===== src/rtl/panel_seq_pkg.sv =====
package panel_seq_pkg;

  typedef enum logic [1:0] {
    OP_WR   = 2'd0,
    OP_WAIT = 2'd1,
    OP_IDX  = 2'd2
  } step_op_e;

  typedef enum logic [1:0] {
    CK_INDEX  = 2'd0,
    CK_WRITE  = 2'd1,
    CK_READ   = 2'd2,
    CK_STATUS = 2'd3
  } cmd_kind_e;

  typedef struct packed {
    step_op_e    op;
    logic [7:0]  addr;
    logic [15:0] val;
  } step_t;

  localparam int ROM_DEPTH = 45;
  localparam int ROM_AW    = $clog2(ROM_DEPTH);
  localparam int MS_W      = 6;
  localparam int MAX_MS    = 40;

  // Table layout: start-up is [0..INIT_LAST], power-up is [PU_FIRST..PU_LAST],
  // power-down is the leading part [PU_FIRST..PD_LAST].
  localparam logic [ROM_AW-1:0] PU_FIRST  = ROM_AW'(12);
  localparam logic [ROM_AW-1:0] PD_LAST   = ROM_AW'(18);
  localparam logic [ROM_AW-1:0] PU_LAST   = ROM_AW'(26);
  localparam logic [ROM_AW-1:0] INIT_LAST = ROM_AW'(44);

  localparam logic [7:0]  ID_REG    = 8'h00;
  localparam logic [15:0] ID_EXPECT = 16'h9220;
  localparam logic [15:0] ID_MASK   = 16'hFFF0;

endpackage


===== src/rtl/panel_seq_rom.sv =====
module panel_seq_rom
  import panel_seq_pkg::*;
(
  input  logic              clk,
  input  logic [ROM_AW-1:0] addr,
  output step_t             q
);

  function automatic step_t wr(input logic [7:0] a, input logic [15:0] v);
    step_t s;
    s.op = OP_WR; s.addr = a; s.val = v;
    return s;
  endfunction

  function automatic step_t wt(input int ms);
    step_t s;
    s.op = OP_WAIT; s.addr = 8'h00; s.val = 16'(ms);
    return s;
  endfunction

  function automatic step_t step_at(input logic [ROM_AW-1:0] i);
    step_t s;
    case (i)
      6'd0:  s = wr(8'h00, 16'h0001);
      6'd1:  s = wt(10);
      6'd2:  s = wr(8'h01, 16'h691B);
      6'd3:  s = wr(8'h02, 16'h0700);
      6'd4:  s = wr(8'h03, 16'h1030);
      6'd5:  s = wr(8'h04, 16'h0000);
      6'd6:  s = wr(8'h05, 16'h0000);
      6'd7:  s = wr(8'h07, 16'h0037);
      6'd8:  s = wr(8'h08, 16'h0202);
      6'd9:  s = wr(8'h09, 16'h0000);
      6'd10: s = wr(8'h0B, 16'h0000);
      6'd11: s = wr(8'h0C, 16'h0110);
      6'd12: s = wr(8'h10, 16'h0000);
      6'd13: s = wt(10);
      6'd14: s = wr(8'h11, 16'h0000);
      6'd15: s = wr(8'h12, 16'h0000);
      6'd16: s = wt(40);
      6'd17: s = wr(8'h13, 16'h0000);
      6'd18: s = wt(40);
      6'd19: s = wr(8'h56, 16'h080F);
      6'd20: s = wr(8'h10, 16'h4240);
      6'd21: s = wt(10);
      6'd22: s = wr(8'h11, 16'h0000);
      6'd23: s = wr(8'h12, 16'h0014);
      6'd24: s = wt(40);
      6'd25: s = wr(8'h13, 16'h1319);
      6'd26: s = wt(40);
      6'd27: s = wr(8'h30, 16'h0302);
      6'd28: s = wr(8'h31, 16'h0407);
      6'd29: s = wr(8'h32, 16'h0304);
      6'd30: s = wr(8'h33, 16'h0203);
      6'd31: s = wr(8'h34, 16'h0706);
      6'd32: s = wr(8'h35, 16'h0407);
      6'd33: s = wr(8'h36, 16'h0706);
      6'd34: s = wr(8'h37, 16'h0000);
      6'd35: s = wr(8'h38, 16'h0C06);
      6'd36: s = wr(8'h39, 16'h0F00);
      6'd37: s = wr(8'h21, 16'h0000);
      6'd38: s = wr(8'h40, 16'h0000);
      6'd39: s = wr(8'h41, 16'h0000);
      6'd40: s = wr(8'h42, 16'hDB00);
      6'd41: s = wr(8'h43, 16'hDB00);
      6'd42: s = wr(8'h44, 16'hAF00);
      6'd43: s = wr(8'h45, 16'hDB00);
      6'd44: begin s.op = OP_IDX; s.addr = 8'h22; s.val = 16'h0000; end
      default: s = wt(1);
    endcase
    return s;
  endfunction

  always_ff @(posedge clk) begin
    q <= step_at(addr);
  end

endmodule


===== src/rtl/panel_ms_timer.sv =====
module panel_ms_timer #(
  parameter int CYC_PER_MS = 1000,
  parameter int MAX_MS     = 40,
  parameter int MS_W       = 6
) (
  input  logic            clk,
  input  logic            rst,
  input  logic            load,
  input  logic [MS_W-1:0] ms,
  output logic            running
);

  localparam int CW = $clog2(MAX_MS * CYC_PER_MS + 1);

  logic [CW-1:0] cnt;

  always_ff @(posedge clk) begin
    if (rst)               cnt <= '0;
    else if (load)         cnt <= CW'(ms) * CW'(CYC_PER_MS);
    else if (cnt != '0)    cnt <= cnt - 1'b1;
  end

  assign running = (cnt != '0);

endmodule


===== src/rtl/panel_seq_top.sv =====
module panel_seq_top
  import panel_seq_pkg::*;
#(
  parameter int CLK_HZ = 50_000_000
) (
  input  logic        clk,
  input  logic        rst,
  input  logic        start,
  input  logic        pwr_on_req,
  input  logic        pwr_off_req,
  input  logic        cmd_ack,
  input  logic [15:0] cmd_rdata,
  output logic        cmd_valid,
  output logic [1:0]  cmd_kind,
  output logic [7:0]  cmd_addr,
  output logic [15:0] cmd_wdata,
  output logic        busy,
  output logic        id_err,
  output logic        pwr_state
);

  localparam int CYC_PER_MS = (CLK_HZ / 1000 < 1) ? 1 : CLK_HZ / 1000;

  typedef enum logic [2:0] {
    S_IDLE, S_ID, S_STAT, S_FETCH, S_EXEC, S_CMD, S_WAIT
  } st_e;

  st_e               st;
  logic [ROM_AW-1:0] pc, end_pc;
  logic              target, ready;
  step_t             rom_q;
  logic              tmr_load, tmr_running;
  logic              last_step;

  panel_seq_rom u_rom (
    .clk  (clk),
    .addr (pc),
    .q    (rom_q)
  );

  assign tmr_load = (st == S_EXEC) && (rom_q.op == OP_WAIT);

  panel_ms_timer #(
    .CYC_PER_MS (CYC_PER_MS),
    .MAX_MS     (MAX_MS),
    .MS_W       (MS_W)
  ) u_tmr (
    .clk     (clk),
    .rst     (rst),
    .load    (tmr_load),
    .ms      (rom_q.val[MS_W-1:0]),
    .running (tmr_running)
  );

  assign last_step = (pc == end_pc);

  always_ff @(posedge clk) begin
    if (rst) begin
      st        <= S_IDLE;
      pc        <= '0;
      end_pc    <= '0;
      target    <= 1'b0;
      ready     <= 1'b0;
      cmd_valid <= 1'b0;
      cmd_kind  <= CK_INDEX;
      cmd_addr  <= '0;
      cmd_wdata <= '0;
      busy      <= 1'b0;
      id_err    <= 1'b0;
      pwr_state <= 1'b0;
    end else begin
      case (st)
        S_IDLE: begin
          if (start) begin
            id_err    <= 1'b0;
            ready     <= 1'b0;
            busy      <= 1'b1;
            cmd_valid <= 1'b1;
            cmd_kind  <= CK_READ;
            cmd_addr  <= ID_REG;
            cmd_wdata <= '0;
            st        <= S_ID;
          end else if (ready && pwr_on_req && !pwr_state) begin
            busy   <= 1'b1;
            pc     <= PU_FIRST;
            end_pc <= PU_LAST;
            target <= 1'b1;
            st     <= S_FETCH;
          end else if (ready && pwr_off_req && pwr_state) begin
            busy   <= 1'b1;
            pc     <= PU_FIRST;
            end_pc <= PD_LAST;
            target <= 1'b0;
            st     <= S_FETCH;
          end
        end
        S_ID: begin
          if (cmd_ack) begin
            if ((cmd_rdata & ID_MASK) == ID_EXPECT) begin
              cmd_kind <= CK_STATUS;
              st       <= S_STAT;
            end else begin
              cmd_valid <= 1'b0;
              id_err    <= 1'b1;
              busy      <= 1'b0;
              st        <= S_IDLE;
            end
          end
        end
        S_STAT: begin
          if (cmd_ack) begin
            cmd_valid <= 1'b0;
            pc        <= '0;
            end_pc    <= INIT_LAST;
            target    <= 1'b1;
            st        <= S_FETCH;
          end
        end
        S_FETCH: st <= S_EXEC;
        S_EXEC: begin
          if (rom_q.op == OP_WAIT) begin
            st <= S_WAIT;
          end else begin
            cmd_valid <= 1'b1;
            cmd_kind  <= (rom_q.op == OP_IDX) ? CK_INDEX : CK_WRITE;
            cmd_addr  <= rom_q.addr;
            cmd_wdata <= rom_q.val;
            st        <= S_CMD;
          end
        end
        S_CMD, S_WAIT: begin
          if ((st == S_CMD && cmd_ack) || (st == S_WAIT && !tmr_running)) begin
            cmd_valid <= 1'b0;
            if (last_step) begin
              busy      <= 1'b0;
              pwr_state <= target;
              ready     <= 1'b1;
              st        <= S_IDLE;
            end else begin
              pc <= pc + 1'b1;
              st <= S_FETCH;
            end
          end
        end
        default: st <= S_IDLE;
      endcase
    end
  end

  AST_CMD_HOLD: assert property (@(posedge clk) disable iff (rst)
    (cmd_valid && !cmd_ack) |=> (cmd_valid && $stable(cmd_kind) && $stable(cmd_addr) && $stable(cmd_wdata)));
  AST_CMD_WHILE_BUSY: assert property (@(posedge clk) disable iff (rst)
    cmd_valid |-> busy);
  AST_ERR_QUIET: assert property (@(posedge clk) disable iff (rst)
    id_err |-> (!cmd_valid && !busy));
  AST_PWR_IDLE_STABLE: assert property (@(posedge clk) disable iff (rst)
    !busy |=> $stable(pwr_state));
  AST_WAIT_NO_CMD: assert property (@(posedge clk) disable iff (rst)
    tmr_running |-> !cmd_valid);

endmodule


===== config.mk =====
export PLATFORM = sky130hd
export DESIGN_NAME = panel_seq_top
export DESIGN_NICKNAME = d
export VERILOG_FILES = /design/src/rtl/panel_seq_pkg.sv /design/src/rtl/panel_seq_rom.sv /design/src/rtl/panel_ms_timer.sv /design/src/rtl/panel_seq_top.sv
export SDC_FILE = /design/constraint.sdc
export NUM_CORES = 1
export LEC_CHECK = 0
export ABC_CLOCK_PERIOD_IN_PS = 3610
export BUFFER_PORTS_ARGS = -buffer_cell sky130_fd_sc_hd__buf_2
export CORE_ASPECT_RATIO = 1.5
export CORE_MARGIN = 2
export CORE_UTILIZATION = 35
export CTS_BUF_LIST = sky130_fd_sc_hd__clkbuf_4 sky130_fd_sc_hd__clkbuf_8
export DETAILED_ROUTE_END_ITERATION = 8
export GPL_TIMING_DRIVEN = 0
export PLACE_DENSITY = 0.54
export SLEW_MARGIN = 20
export SYNTH_ARGS = -nofsm -noshare
export SYNTH_HDL_FRONTEND = slang
export SYNTH_SLANG_ARGS = --single-unit

===== constraint.sdc =====
create_clock -name clk -period 3.61 [get_ports clk]
set_clock_uncertainty 0.05 [all_clocks]
set_input_delay 0.722 -clock clk [delete_from_list [all_inputs] [get_ports clk]]
set_output_delay 0.722 -clock clk [all_outputs]
set_load 0.005 [all_outputs]

==> impl_metrics.json, run 1 <==
{
  "outcome": "finished, final reports clean",
  "syn-mean-instance-area_um2": 8.13,
  "initial_core_util_pct": 35.7,
  "worst_ep_arrival_time_ps": 3650,
  "critical_path.max_fanout": 5,
  "power.ir.vdd_worst_v": 0.000320,
  "report.final.hold_viol_count": 0,
  "coreArea_um2": 15000,
  "synth_compound_area_share_pct": 23.6,
  "worstPathCellList": "ha_1 > ha_1 > inv_1 > fa_1 > inv_1 > ha_1 > nor2b_2 > o31ai_2 > a311o_1 > nand2_1 > xnor2_1 > o22ai_1",
  "post-route-period-util_pct": 96.4,
  "tritoncts_clock_tree": "yes",
  "final_core_utilization_pct": 40.4,
  "netlist_area_um2": 5360,
  "worst_path_max_delay_cell": "fa_1",
  "dr.first_iter.drc_count": 243,
  "timing.rr.end": "u_tmr.cnt[18]",
  "final.min_clock_period_ps": 3480,
  "clk_root_buffer_cell": "clkbuf_8",
  "finalWeightedCongestion": 0.926,
  "register_area_share_after_synthesis_pct": 32.1,
  "avgRoutedWirePerCell_um": 17.2,
  "dp_worst_setup_slack_ps": -154,
  "max_slew.worst_pin.slew_ps": 808,
  "synth_top_cell_area_share_pct": 32.1,
  "synth_async_sr_flop_share_pct": 0,
  "final.setup.worst_slack_ps": 129,
  "worst-setup-path-type": "reg -> reg",
  "crit_top_cell": "ha_1",
  "std_cell_rows": 55,
  "worst_ep_required_time_ps": 3780,
  "worst_hold_path.endpoint": "cmd_kind[1]",
  "finalWirelength_mm": 15.8,
  "worstHoldStart": "cmd_kind[1]",
  "synthDominantAreaCellType": "dfxtp_1",
  "largest_cells_by_area_after_synthesis": "dfxtp_1 32%, ha_1 11%, nor2_1 5.5%",
  "clkLatencyLatePin_ps": 350,
  "final_layout_size_suffix_gt1_share_pct": 11.5,
  "synthDistinctLibCells": 64,
  "post-synth-top-count-cell": "dfxtp_1",
  "main_combinational_cell_family_by_area_after_synthesis": "compound AO/OA/AOI/OAI gates",
  "die-area_um2": 16300,
  "post_synth_inst_count": 659,
  "die_y_um": 155,
  "met3_track_usage_gr_pct": 2.43,
  "fmax_mhz": 287,
  "yosys-top-cells-count": "86 x dfxtp_1, 78 x nor2_1, 47 x a21oi_1, 46 x ha_1, 42 x nand2_1",
  "ys_seq_elements": 86,
  "timing.final.max_slew_violations": 0,
  "initial_antenna_violation_count": 0,
  "h-tree-depth": 3,
  "synth_simple_gate_area_share_pct": 19.8,
  "slowest_delay_ps": 510,
  "worstSetupStartpointType": "flop",
  "i_o_pins": 52,
  "clock-sinks": 86,
  "antenna_cells_inserted": 0,
  "vias_in_the_first_global_route": 5121,
  "num-nets-final": 788,
  "area_growth_syn_to_layout_pct": 13.0,
  "maxSlewHeadroom_pct": 45.4,
  "max-cap-violations": 0,
  "setup_violations": 0,
  "first_pass_iters": 5,
  "grt_use_total_pct": 19.4,
  "synthesis.yosys.warnings": 0,
  "yosys_most_used_dff": "dfxtp_1",
  "totalNegativeSetupSlack_ps": 0,
  "muxShareOfSynthArea_pct": 1.17,
  "hold_class": "reg -> reg",
  "power_leakage_nw": 2.48,
  "ff2ff_path_depth": 12,
  "clockBufferDepth": 2,
  "kind_of_end_point_of_the_critical_path": "flop",
  "detailroute.via_count": 5128,
  "global_route_layer_with_the_greatest_usage": "met2",
  "detail_route.drc_violations": 0,
  "dieWidth_um": 105,
  "p_per_area_nw_per_um2": 692,
  "adder_cell_fraction_of_synth_area_pct": 12.4,
  "critical_path.reg2reg.startpoint": "u_rom.q[2]",
  "via_cell_ratio": 5.58,
  "grt.met1_usage_pct": 21.6,
  "maximum_number_of_pins_on_one_net_before_global_route_repair": 14,
  "tritoncts.num_buffers": 9,
  "global_route_wire_length_before_repair_mm": 25.6,
  "stdcell_area_um2": 6050,
  "clkTransAtPathRegs_ps": 80,
  "fin_worst_hold_slack_ps": 415,
  "placedInstanceArea_um2": 5830,
  "port_buffers": 45,
  "rsz0062_at_grt": "false",
  "gr-total-overflow": 0,
  "place.detailed.hpwl_mm": 12.2,
  "synth-xor-area-share_pct": 5.07,
  "hold_depth": 2,
  "synth_edf_count": 0,
  "grt.met2_usage_pct": 36.2,
  "r2r_slack_ps": 130,
  "antenna_violating_nets_post_route": 0
}
[cell type report]
type                            count  area, µm²
Clock buffer                       11        145
Fill cell                        1620       8950
Timing Repair Buffer               45        225
Sequential cell                    86       1730
Clock inverter                      4       47.5
Inverter                           39        146
Tap cell                          199        249
Multi-Input combinational cell    495       3350
Buffer                             40        159
[where the power goes]
group          total, mW  internal [mW]  switching (mW)
clock              0.671          0.341           0.330
sequential          1.31           1.13           0.184
combinational       2.20          0.872            1.33
total               4.19           2.34            1.85
[flip-flops by register name, indices dropped and copies added (netlist names)]
| signal | flops |
|---|---|
| u_rom.q | 24 |
| u_tmr.cnt | 21 |
| cmd_wdata | 15 |
| cmd_addr | 7 |
| pc | 6 |
| end_pc | 3 |
| st | 3 |
| cmd_kind | 2 |
| busy | 1 |
| cmd_valid | 1 |
| id_err | 1 |
| pwr_state | 1 |
| ready | 1 |
[layout by cell type, fill, tap and decap left out, types with 6 or more instances in the layout]
cell type  count
buf_1          6
buf_2         46
a211oi_1      16
dfxtp_1       82
o21ai_0       31
clkbuf_8      10
a31oi_1        6
xnor2_1       12
clkbuf_1      31
nand3_1       14
a21oi_1       47
a22oi_1       24
o22ai_1       15
nand2_1       42
ha_1          46
nor3_1        20
xor2_1        17
or3_1          6
inv_1         39
nand2b_1       9
o211ai_1       8
nor2_1        78
and3_1         7
[how the worst max path moves through the flow]
| stage | start | end | slack [ps] | cells past startpoint |
|---|---|---|---|---|
| final | u_rom.q[2] | u_tmr.cnt[18] | 130 | 12 |
| after global routing | u_rom.q[4] | u_tmr.cnt[20] | 0.3 | 12 |
| after detailed placement | u_rom.q[1] | u_tmr.cnt[20] | -150 | 12 |
| after floorplan | u_rom.q[3] | u_tmr.cnt[20] | 520 | 11 |
| after CTS | u_rom.q[1] | u_tmr.cnt[19] | 0.2 | 12 |
| after global placement | u_rom.q[1] | u_tmr.cnt[20] | -80 | 12 |
[metal layers]
metal | part of all wire (%) | vias to the layer above
li1 | - | 2484
met1 | 39 | 2457
met2 | 54 | 150
met3 | 4.1 | 37
met4 | 3.3 | 0
met5 | 0 | -
[per-stage QoR]
step	instances	power, mW
floorplan	660	2.94
global placement	904	3.48
detailed placement	904	3.50
CTS	919	4.20
global route	919	4.53
finish	919	4.19
[cell families (layout without fill, tap and decap cells)]
kind of cell	count (synthesis)	in the layout
flip-flops	86	86
multiplexers	6	6
XOR/XNOR	31	31
adder cells (fa/ha/maj)	51	51
other	1	2
AO/OA/AOI/OAI	192	192
buffers and inverters	79	139
AND/OR/NAND/NOR	213	213
[critical path: cells and delay by family (launching register included)]
family | cells | cell delay, ps
adder cells (fa/ha/maj) | 4 | 1430
buffers and inverters | 2 | 100
AND/OR/NAND/NOR | 2 | 260
flip-flops | 1 | 450
XOR/XNOR | 1 | 310
AO/OA/AOI/OAI | 3 | 760
[what timing repair did]
item / 4_1_cts / 5_1_grt
endpoints found under the hold margin: 0 / 0
endpoints found under the setup margin: 2 / 4
setup buffers: 0 / 0
hold buffers: 0 / 0
pin swaps: 0 / 1
gates resized for setup: 2 / 6
Power figures use the tool's default switching activity.
==> run 2, diff against run 1 <==
--- a/config.mk
+++ b/config.mk
@@ -13,7 +13,7 @@
 export CTS_BUF_LIST = sky130_fd_sc_hd__clkbuf_4 sky130_fd_sc_hd__clkbuf_8
 export DETAILED_ROUTE_END_ITERATION = 8
 export GPL_TIMING_DRIVEN = 0
-export PLACE_DENSITY = 0.54
+export PLACE_DENSITY_LB_ADDON = 0.12
 export SLEW_MARGIN = 20
 export SYNTH_ARGS = -nofsm -noshare
 export SYNTH_HDL_FRONTEND = slang
==> run 2 against run 1 <==
Against the previous run:
- power up 0.55%
- flip-flop and latch count stayed put
- wire length increased by 0.63%
- first-iteration DRC count up 22%
- via count is 0.59% lower
- critical path depth fell by 1
- fmax about the same
- setup slack improved by 0.70 ps
- global-route usage rose by 0.34 points
- register-to-register slack barely moved
- core utilization is 0.12 points higher
- critical path type unchanged
- critical endpoint is now u_tmr.cnt[20]
- largest power group unchanged
==> impl_metrics.json, run 2 (synthesized netlist as in run 1, its figures left out) <==
{
  "num-nets-final": 788,
  "area_growth_syn_to_layout_pct": 13.4,
  "clkTransAtPathRegs_ps": 90,
  "critical_path.max_fanout": 5,
  "power_frac_clock_pct": 16.7,
  "setup_violations": 0,
  "std_cell_rows": 55,
  "finalWirelength_mm": 15.9,
  "final_layout_size_suffix_gt1_share_pct": 11.5,
  "rsz0062_at_grt": "false",
  "hold_class": "reg -> reg",
  "die_y_um": 155,
  "postCtsSetupRepairBufs": 0,
  "dieWidth_um": 105,
  "clk_root_buffer_cell": "clkbuf_8",
  "report.final.hold_viol_count": 0,
  "detailroute.via_count": 5098,
  "swShare_pct": 44.4,
  "kind_of_end_point_of_the_critical_path": "flop",
  "endpoint": "u_tmr.cnt[20]",
  "register_area_um2": 1730,
  "gr-total-overflow": 0,
  "dp_cells": 904,
  "max_slew.worst_pin.slew_ps": 812,
  "place.detailed.hpwl_mm": 12.3,
  "grt_use_total_pct": 19.8,
  "netSwitchingPower_mw": 1.87,
  "post-layout-total-power_mw": 4.21,
  "timing.final.max_slew_violations": 0,
  "power_report.internal_total_mw": 2.34,
  "max-cap-violations": 0,
  "die-area_um2": 16300,
  "hold_buffers": 0,
  "largest_registers_ranked_by_flip_flop_count": "u_rom.q x24, u_tmr.cnt x21, cmd_wdata x15",
  "worst-setup-path-type": "reg -> reg",
  "final.min_clock_period_ps": 3480,
  "p_per_area_nw_per_um2": 694,
  "tritoncts.num_buffers": 9,
  "fmax_mhz": 287,
  "detail_route.drc_violations": 0,
  "clkLatencyLatePin_ps": 360,
  "worstPathCellList": "ha_1 > ha_1 > inv_1 > fa_1 > fa_1 > nor2b_2 > o31ai_4 > a311o_1 > o211ai_1 > xnor2_1 > o21ai_0",
  "vias_in_the_first_global_route": 5142,
  "critical_path.reg2reg.startpoint": "u_rom.q[0]",
  "first_pass_iters": 5,
  "port_buffers": 45,
  "r2r_slack_ps": 130,
  "clock-sinks": 86,
  "maxSlewHeadroom_pct": 45.1,
  "worstSetupStartpointType": "flop",
  "startpoint": "u_rom.q[0]",
  "dr.first_iter.drc_count": 297,
  "layout_commonest_cell": "dfxtp_1",
  "avgRoutedWirePerCell_um": 17.3,
  "outcome": "finished, final reports clean",
  "max_reg_flops": 24,
  "finalWeightedCongestion": 0.968,
  "share_seq_of_total_power_pct": 31.2,
  "worst_ep_required_time_ps": 3790,
  "coreArea_um2": 15000,
  "via_cell_ratio": 5.54,
  "power.ir.vdd_worst_v": 0.000311,
  "maximum_number_of_pins_on_one_net_before_global_route_repair": 16,
  "initial_antenna_violation_count": 0,
  "clockBufferDepth": 2,
  "slowest_delay_ps": 530,
  "worst_path_max_delay_cell": "fa_1",
  "worst_ep_arrival_time_ps": 3660,
  "i_o_pins": 52,
  "global_route_wire_length_before_repair_mm": 25.8,
  "largest_register": "u_rom.q",
  "h-tree-depth": 3,
  "timing.rr.end": "u_tmr.cnt[20]",
  "final_cell_count_no_fill": 920,
  "tritoncts_clock_tree": "yes",
  "power_leakage_nw": 2.48,
  "share_comb_of_total_power_pct": 52.0,
  "initial_core_util_pct": 35.7,
  "post-route-period-util_pct": 96.4,
  "combined_area_of_the_multi_input_logic_cells_um2": 3360,
  "antenna_cells_inserted": 0,
  "fillerInstances": 1613,
  "antenna_violating_nets_post_route": 0,
  "final_cell_mix": "82 x dfxtp_1, 78 x nor2_1, 47 x a21oi_1",
  "ctsResizeCount": 3,
  "ff2ff_path_depth": 11
}
==> run 2: area by class of cell <==
type	instances	area share (%)
Multi-Input combinational cell	495	55.3
Sequential cell	86	28.5
Tap cell	199	4.10
Timing Repair Buffer	45	3.71
Buffer	40	2.62
Inverter	39	2.41
Clock buffer	10	2.27
Clock inverter	6	1.13
==> run 2: how the worst min path moves through the flow <==
| stage | from | to | slack [ps] | depth (start not counted) |
|---|---|---|---|---|
| 2_1_floorplan | u_rom.q[16] | cmd_addr[0] | 390 | 2 |
| 3_3_place_gp | cmd_kind[1] | cmd_kind[1] | 400 | 2 |
| 3_5_place_dp | cmd_kind[1] | cmd_kind[1] | 400 | 2 |
| 4_1_cts | cmd_kind[1] | cmd_kind[1] | 420 | 2 |
| 5_1_grt | cmd_kind[1] | cmd_kind[1] | 440 | 2 |
| 6_report | cmd_kind[1] | cmd_kind[1] | 410 | 2 |
==> run 2: worst max-delay path: cells and delay by family (launching register included) <==
kind / cells / cell delay, ps
AO/OA/AOI/OAI: 4 / 780
XOR/XNOR: 1 / 230
adder cells (fa/ha/maj): 4 / 1650
buffers and inverters: 1 / 50
flip-flops: 1 / 390
AND/OR/NAND/NOR: 1 / 200
==> run 2: power groups by stage <==
stage / logic, mW / clock network [mW] / registers, mW
2_1_floorplan: 1.65 / 0 / 1.28
3_3_place_gp: 2.16 / 0 / 1.33
3_5_place_dp: 2.16 / 0 / 1.33
4_1_cts: 2.18 / 0.734 / 1.31
5_1_grt: 2.44 / 0.770 / 1.34
6_report: 2.19 / 0.705 / 1.32
==> run 2: metal layers <==
layer	GRT usage (%)	share of wire, %
met2	37.4	52
met1	21.5	40
met5	0	0
met3	2.30	3.2
met4	9.90	4.5
==> run 2: per-stage QoR <==
stage | hold WS [ps] | TNS, ps | instance area, µm² | worst slack (ps) | util (%)
floorplan | 393 | 0 | 5360 | 520 | -
global placement | 396 | -122 | 5830 | -108 | 38.9
detailed placement | 405 | -195 | 5830 | -134 | 38.9
CTS | 418 | 0 | 6050 | 14.3 | 40.3
global route | 443 | 0 | 6070 | 22.1 | 40.5
finish | 414 | 0 | 6070 | 130 | 40.5
